## config.mk

```make
export PLATFORM = sky130hd
export DESIGN_NAME = fault_inject_seq
export DESIGN_NICKNAME = d
export VERILOG_FILES = /design/src/rtl/fi_pkg.sv /design/src/rtl/fi_corrupt.sv /design/src/rtl/fi_cmd_port.sv /design/src/rtl/fault_inject_seq.sv
export SDC_FILE = /design/constraint.sdc
export NUM_CORES = 1
export LEC_CHECK = 0
export BUFFER_PORTS_ARGS = -buffer_cell sky130_fd_sc_hd__buf_4
export CORE_ASPECT_RATIO = 1.5
export CORE_MARGIN = 3
export CORE_UTILIZATION = 30
export DETAILED_ROUTE_END_ITERATION = 10
export GPL_ROUTABILITY_DRIVEN = 0
export SKIP_LAST_GASP = 1
export SYNTH_ARGS = -nofsm -noshare
export SYNTH_HDL_FRONTEND = slang
export SYNTH_SLANG_ARGS = --single-unit
```

## constraint.sdc

```tcl
create_clock -name clk_i -period 1.8 [get_ports clk_i]
set_input_delay 0.18 -clock clk_i [delete_from_list [all_inputs] [get_ports clk_i]]
set_output_delay 0.18 -clock clk_i [all_outputs]
set_load 0.05 [all_outputs]
```

## src/rtl/fi_pkg.sv

```systemverilog
package fi_pkg;
  typedef enum logic [2:0] {
    OP_NONE   = 3'd0,
    OP_SET_BP = 3'd1,
    OP_READ   = 3'd2,
    OP_WRITE  = 3'd3,
    OP_RESUME = 3'd4,
    OP_CLR_BP = 3'd5
  } dbg_op_e;

  typedef enum logic [1:0] {
    MODE_FLIP = 2'b00,
    MODE_SET  = 2'b01,
    MODE_CLR  = 2'b10,
    MODE_RSVD = 2'b11
  } fi_mode_e;

  typedef enum logic [2:0] {
    ST_IDLE,
    ST_SETBP,
    ST_WAIT,
    ST_READ,
    ST_WRITE,
    ST_RESUME,
    ST_CLRBP
  } fi_state_e;
endpackage

```

## src/rtl/fi_corrupt.sv

```systemverilog
module fi_corrupt #(
  parameter int DW = 32
) (
  input  logic [DW-1:0] val_i,
  input  logic [DW-1:0] mask_i,
  input  logic [1:0]    mode_i,
  output logic [DW-1:0] res_o
);
  import fi_pkg::*;

  logic is_flip, is_set, is_clr;
  assign is_flip = (mode_i == MODE_FLIP);
  assign is_set  = (mode_i == MODE_SET);
  assign is_clr  = (mode_i == MODE_CLR);

  for (genvar b = 0; b < DW; b++) begin : g_bit
    assign res_o[b] = is_flip ? (val_i[b] ^ mask_i[b]) :
                      is_set  ? (val_i[b] | mask_i[b]) :
                      is_clr  ? (val_i[b] & ~mask_i[b]) :
                                val_i[b];
  end
endmodule

```

## src/rtl/fi_cmd_port.sv

```systemverilog
module fi_cmd_port #(
  parameter int DW = 32,
  parameter int TW = 16
) (
  input  logic          clk_i,
  input  logic          rst_ni,
  input  logic          go_i,
  input  logic [TW-1:0] timeout_i,
  input  logic          ack_i,
  input  logic [DW-1:0] rdata_i,
  output logic          req_o,
  output logic          fin_o,
  output logic          tout_o,
  output logic [DW-1:0] rdata_o
);
  logic [TW-1:0] cnt_q;

  always_ff @(posedge clk_i or negedge rst_ni) begin
    if (!rst_ni) begin
      req_o   <= 1'b0;
      fin_o   <= 1'b0;
      tout_o  <= 1'b0;
      cnt_q   <= '0;
      rdata_o <= '0;
    end else begin
      fin_o  <= 1'b0;
      tout_o <= 1'b0;
      if (go_i) begin
        req_o <= 1'b1;
        cnt_q <= '0;
      end else if (req_o) begin
        if (ack_i) begin
          req_o   <= 1'b0;
          fin_o   <= 1'b1;
          rdata_o <= rdata_i;
        end else if (cnt_q == timeout_i) begin
          req_o  <= 1'b0;
          tout_o <= 1'b1;
        end else begin
          cnt_q <= cnt_q + 1'b1;
        end
      end
    end
  end

  AST_REQ_HOLD: assert property (@(posedge clk_i) disable iff (!rst_ni)
    (req_o && !ack_i && !go_i) |=> (req_o || tout_o));
  AST_REQ_DROP: assert property (@(posedge clk_i) disable iff (!rst_ni)
    (req_o && ack_i) |=> !req_o);
  AST_ONE_OUTSTANDING: assert property (@(posedge clk_i) disable iff (!rst_ni)
    go_i |-> !req_o);
endmodule

```

## src/rtl/fault_inject_seq.sv

```systemverilog
module fault_inject_seq #(
  parameter int DW = 32,
  parameter int AW = 16,
  parameter int TW = 16
) (
  input  logic          clk_i,
  input  logic          rst_ni,
  input  logic          start_i,
  input  logic          cancel_i,
  input  logic [AW-1:0] bp_addr_i,
  input  logic          tgt_space_i,
  input  logic [AW-1:0] tgt_addr_i,
  input  logic [DW-1:0] mask_i,
  input  logic [1:0]    mode_i,
  input  logic [TW-1:0] timeout_i,
  output logic          busy_o,
  output logic          done_o,
  output logic          err_o,
  output logic          dbg_req_o,
  output logic [2:0]    dbg_op_o,
  output logic          dbg_space_o,
  output logic [AW-1:0] dbg_addr_o,
  output logic [DW-1:0] dbg_wdata_o,
  input  logic          dbg_ack_i,
  input  logic [DW-1:0] dbg_rdata_i,
  input  logic          dbg_halted_i
);
  import fi_pkg::*;

  fi_state_e     state_q;
  logic          go_q, done_q, err_q;
  logic [AW-1:0] bp_q, addr_q;
  logic          space_q;
  logic [DW-1:0] mask_q, wdata_q, rd_val, bad_val;
  logic [1:0]    mode_q;
  logic          fin, tout;

  fi_cmd_port #(.DW(DW), .TW(TW)) u_port (
    .clk_i     (clk_i),
    .rst_ni    (rst_ni),
    .go_i      (go_q),
    .timeout_i (timeout_i),
    .ack_i     (dbg_ack_i),
    .rdata_i   (dbg_rdata_i),
    .req_o     (dbg_req_o),
    .fin_o     (fin),
    .tout_o    (tout),
    .rdata_o   (rd_val)
  );

  fi_corrupt #(.DW(DW)) u_corrupt (
    .val_i  (rd_val),
    .mask_i (mask_q),
    .mode_i (mode_q),
    .res_o  (bad_val)
  );

  always_ff @(posedge clk_i or negedge rst_ni) begin
    if (!rst_ni) begin
      state_q <= ST_IDLE;
      go_q    <= 1'b0;
      done_q  <= 1'b0;
      err_q   <= 1'b0;
      bp_q    <= '0;
      addr_q  <= '0;
      space_q <= 1'b0;
      mask_q  <= '0;
      mode_q  <= 2'b00;
      wdata_q <= '0;
    end else begin
      go_q <= 1'b0;
      unique case (state_q)
        ST_IDLE: if (start_i) begin
          done_q <= 1'b0;
          err_q  <= 1'b0;
          if (mode_i == MODE_RSVD) begin
            err_q <= 1'b1;
          end else begin
            bp_q    <= bp_addr_i;
            addr_q  <= tgt_addr_i;
            space_q <= tgt_space_i;
            mask_q  <= mask_i;
            mode_q  <= mode_i;
            state_q <= ST_SETBP;
            go_q    <= 1'b1;
          end
        end
        ST_SETBP: begin
          if (tout) begin
            err_q <= 1'b1; state_q <= ST_IDLE;
          end else if (fin) begin
            state_q <= ST_WAIT;
          end
        end
        ST_WAIT: begin
          if (cancel_i) begin
            state_q <= ST_CLRBP; go_q <= 1'b1;
          end else if (dbg_halted_i) begin
            state_q <= ST_READ; go_q <= 1'b1;
          end
        end
        ST_READ: begin
          if (tout) begin
            err_q <= 1'b1; state_q <= ST_IDLE;
          end else if (fin) begin
            wdata_q <= bad_val; state_q <= ST_WRITE; go_q <= 1'b1;
          end
        end
        ST_WRITE: begin
          if (tout) begin
            err_q <= 1'b1; state_q <= ST_IDLE;
          end else if (fin) begin
            state_q <= ST_RESUME; go_q <= 1'b1;
          end
        end
        ST_RESUME: begin
          if (tout) begin
            err_q <= 1'b1; state_q <= ST_IDLE;
          end else if (fin) begin
            done_q <= 1'b1; state_q <= ST_IDLE;
          end
        end
        ST_CLRBP: begin
          if (tout) begin
            err_q <= 1'b1; state_q <= ST_IDLE;
          end else if (fin) begin
            state_q <= ST_IDLE;
          end
        end
        default: state_q <= ST_IDLE;
      endcase
    end
  end

  always_comb begin
    dbg_op_o   = OP_NONE;
    dbg_addr_o = '0;
    unique case (state_q)
      ST_SETBP:  begin dbg_op_o = OP_SET_BP; dbg_addr_o = bp_q;   end
      ST_CLRBP:  begin dbg_op_o = OP_CLR_BP; dbg_addr_o = bp_q;   end
      ST_READ:   begin dbg_op_o = OP_READ;   dbg_addr_o = addr_q; end
      ST_WRITE:  begin dbg_op_o = OP_WRITE;  dbg_addr_o = addr_q; end
      ST_RESUME: dbg_op_o = OP_RESUME;
      default:   ;
    endcase
  end

  assign dbg_space_o = space_q;
  assign dbg_wdata_o = wdata_q;
  assign busy_o      = (state_q != ST_IDLE);
  assign done_o      = done_q;
  assign err_o       = err_q;

  AST_READ_HALTED: assert property (@(posedge clk_i) disable iff (!rst_ni)
    (dbg_req_o && dbg_op_o == OP_READ) |-> dbg_halted_i);
  AST_RSVD_REJECT: assert property (@(posedge clk_i) disable iff (!rst_ni)
    (!busy_o && start_i && mode_i == MODE_RSVD) |=> (!busy_o && err_o));
  AST_IGNORE_START: assert property (@(posedge clk_i) disable iff (!rst_ni)
    (busy_o && start_i) |=> ($stable(addr_q) && $stable(mask_q) && $stable(mode_q)));
  AST_CANCEL_CLR: assert property (@(posedge clk_i) disable iff (!rst_ni)
    (state_q == ST_WAIT && cancel_i) |=> (dbg_op_o == OP_CLR_BP));
  AST_ONE_FLAG: assert property (@(posedge clk_i) disable iff (!rst_ni)
    !(done_o && err_o));
endmodule

```

==> impl_results.md <==
* Status: finished, violations left
* Failing checks: setup timing
* Final Slew Violations at 0
* Clock sinks at 156
* Required time worst endpoint at 1.62 ns
* WL final at 23,300 µm
* # nets final at 1,228
* Worst Setup Path Type: reg2out
* Layout cells sized above 1 at 0.417
* Tmin final at 2.01 ns
* Vias in the first global route at 7,402
* Gr ovfl total at 0
* R2r worst-path depth at 6
* Worst setup EP type: output pin
* Combinational share of power at 0.523
* FFs w/ async S/R, synth at 1.00
* Post-route antenna net violation count at 0
* Sw Share at 0.398
* Top-level port count at 177
* Post-synth net total at 920
* Most common cell after layout, fill and taps aside: buf_4
* Final period util at 1.12
* Clock Path Buffers at 2
* GRT Total Usage at 0.161
* Full die area at 30,300 µm²
* Syn Area/Cell at 11.5 µm²
* Endpoints failing hold at 0
* # setup viols final at 20
* Final hold slack at 0.0387 ns
* Worst reg-to-reg setup slack at -0.03 ns
* Syn Std Cell Area at 8450 µm²
* Layout Skew at 0.00797 ns
* Achievable Freq at 0.497 GHz
* P&R area growth vs syn at 49.1%
* Sw Pwr at 8.46 mW
* Final Instance Area at 12,600 µm²
* Dpl ws at -0.0328 ns
* Clock Power Share at 0.191
* Cell variety after synth at 44
* Std cell rows at 74
* Initial antenna violation count at 2
* Startpoint Class: flip-flop
* Hold Path Depth at 4
* Worst skew pair latency at 0.44 ns
* Pwr dens at 1690 nW/µm²
* Max Cap Viol at 0
* Mapped Cells at 734
* DRC at 0
* Fillers at 2,454
* Yosys reg bits at 156
* First-pass GRT wire length at 37,700 µm
* Maximum vdd drop at 0.819 mV
* Core box area at 27,500 µm²
* Reg power frac at 0.285
* Post-placement cell area at 10,500 µm²
* Internal at 12.8 mW
* CTS tree: yes
* Num CTS Buffers at 17
* RSZ-0062 raised after global routing: yes
* Worst-margin pin slew at 0.472 ns
* Seq/Total Area, Yosys at 0.462
* Die X at 143 µm
* Final core area utilization at 0.458
* Post-DP HPWL at 15,500 µm
* Post-synth EDFFs at 0
* Critical path arrival at 1.83 ns
* Commonest cells after routing, fill and taps aside: 191 x buf_4, 151 x dfrtp_1, 100 x dlygate4sd3_1, 98 x mux2_2, 92 x inv_1
* Initial DRC Count at 235
* GR Util met3 at 0.0350
* Max transition margin at 0.685
* Clock slew at the register clock pins of the worst setup and hold paths at 0.06 ns
* Vias per inst at 4.77
* Initial Utilization at 0.307
* Post-route worst setup slack at -0.214 ns
* TritonRoute pass-1 iters at 4
* CP Max Fanout at 8
* TNS Setup at -3.21 ns
* Largest net degree at the start of global routing at 59
* Port Buf Inserts at 176
* Hold Path Class: in2reg
* Met1 usage at 0.171
* Root Buffer: clkbuf_16
* Routed WL per cell at 16.7 µm
* Die Y-Extent at 212 µm
* Met2 Resource Use GR at 0.293
* Synth Flop Type: dfrtp_1
* Via count at 6,662
* CTS H-tree lvls at 4
* Top Usage Layer GRT: met2
* Yosys warns at 0
* Leakage at 5.89 nW
synth_stat cells (all sizes together) (2+ instances only):
cell type | n | area, µm²
nor3b | 2 | 15.0
or4 | 10 | 75.1
nor2 | 29 | 114
nand4 | 9 | 56.3
buf | 25 | 151
ha | 65 | 813
o21ai | 39 | 195
a21oi | 27 | 135
xnor2 | 17 | 149
inv | 93 | 349
or2 | 2 | 12.5
dfrtp | 156 | 3900
mux2 | 99 | 1110
nand2 | 47 | 176
nand2b | 3 | 18.8
a22o | 16 | 140
clkbuf | 17 | 63.8
nand3 | 6 | 30.0
o31ai | 12 | 90.1
a211oi | 7 | 52.6
nor2b | 6 | 37.5
nand3b | 2 | 15.0
mux4 | 26 | 586
and3 | 2 | 13.8
or3 | 3 | 18.8
mux2i | 3 | 30.0
through the flow:
step           total power, mW  cells
2_1_floorplan             13.3    734
3_3_place_gp              16.3   1252
3_5_place_dp              16.6   1252
4_1_cts                   21.5   1397
5_1_grt                   22.8   1398
6_report                  21.3   1398
power groups by stage:
stage                     clock network (mW)  registers [mW]  logic, mW
final                                   4.07            6.07       11.1
after global routing                    4.32            6.28       12.2
after CTS                               4.20            6.05       11.2
after global placement                     0            6.03       10.2
after detailed placement                   0            6.10       10.5
after floorplan                            0            7.14       6.16
registers in the layout (all words and copies together) (netlist names), 2 cells and up:
register / count
dbg_wdata_o: 32
state_q: 3
u_port.cnt_q: 16
bp_q: 16
u_port.rdata_o: 32
mask_q: 32
mode_q: 2
addr_q: 16
final cells by class:
type                       instances  area (µm²)  area share
multi-input combinational        443        4260       0.338
sequential                       156        3910       0.310
timing repair buffer             331        3000       0.238
clock buffer                      21         470      0.0373
tap                              342         428      0.0340
inverter                          93         349      0.0277
clock inverter                    11         189      0.0150
antenna                            1        2.50    0.000199
final timing paths:
path / end / from
setup / recovery: dbg_addr_o[7] / state_q[1]
hold / removal: done_o / start_i
setup reg to reg: u_port.cnt_q[10] / u_port.cnt_q[9]
hold reg to reg: done_o / done_o
max in group asynchronous: mask_q[12] / rst_ni
min in group asynchronous: addr_q[9] / rst_ni
metal layers:
| metal | part of all wire | routed length (µm) | up-vias |
|---|---|---|---|
| met2 | 0.54 | 12600 | 149 |
| met4 | 0.043 | 1010 | 2 |
| met5 | 0.00056 | 13 | - |
| li1 | - | - | 3157 |
| met1 | 0.38 | 8870 | 3290 |
| met3 | 0.034 | 793 | 64 |
critical path, cell delays in order, from the launching register on:
cell      delay [ns]
dfrtp_1         0.41
buf_6           0.15
nand2b_4        0.14
mux2i_4         0.18
buf_6           0.20
a22o_2          0.17
buf_6           0.15
logic make-up (layout without fill, tap and decap cells):
kind of cell | after synthesis | in the layout | share of synthesized area
adders and majority gates | 66 | 66 | 0.0974
xor gates and xnor gates | 17 | 17 | 0.0176
buffers and inverters | 135 | 456 | 0.0668
DFF | 156 | 156 | 0.462
muxes | 128 | 128 | 0.205
AOI/OAI and AO/OA | 107 | 107 | 0.0783
and+or+nand+nor | 125 | 125 | 0.0731
other | 0 | 1 | 0
what timing repair did:
| item | CTS | global route |
|---|---|---|
| hold buffers | 100 | 0 |
| pin swaps | 7 | 30 |
| endpoints found under the hold margin | 136 | 0 |
| buffers inserted | 11 | 3 |
| setup endpoints to repair | 21 | 94 |
| gates cloned | 2 | 0 |
| gates resized for setup | 35 | 50 |
(Power assumes the default switching activity.)
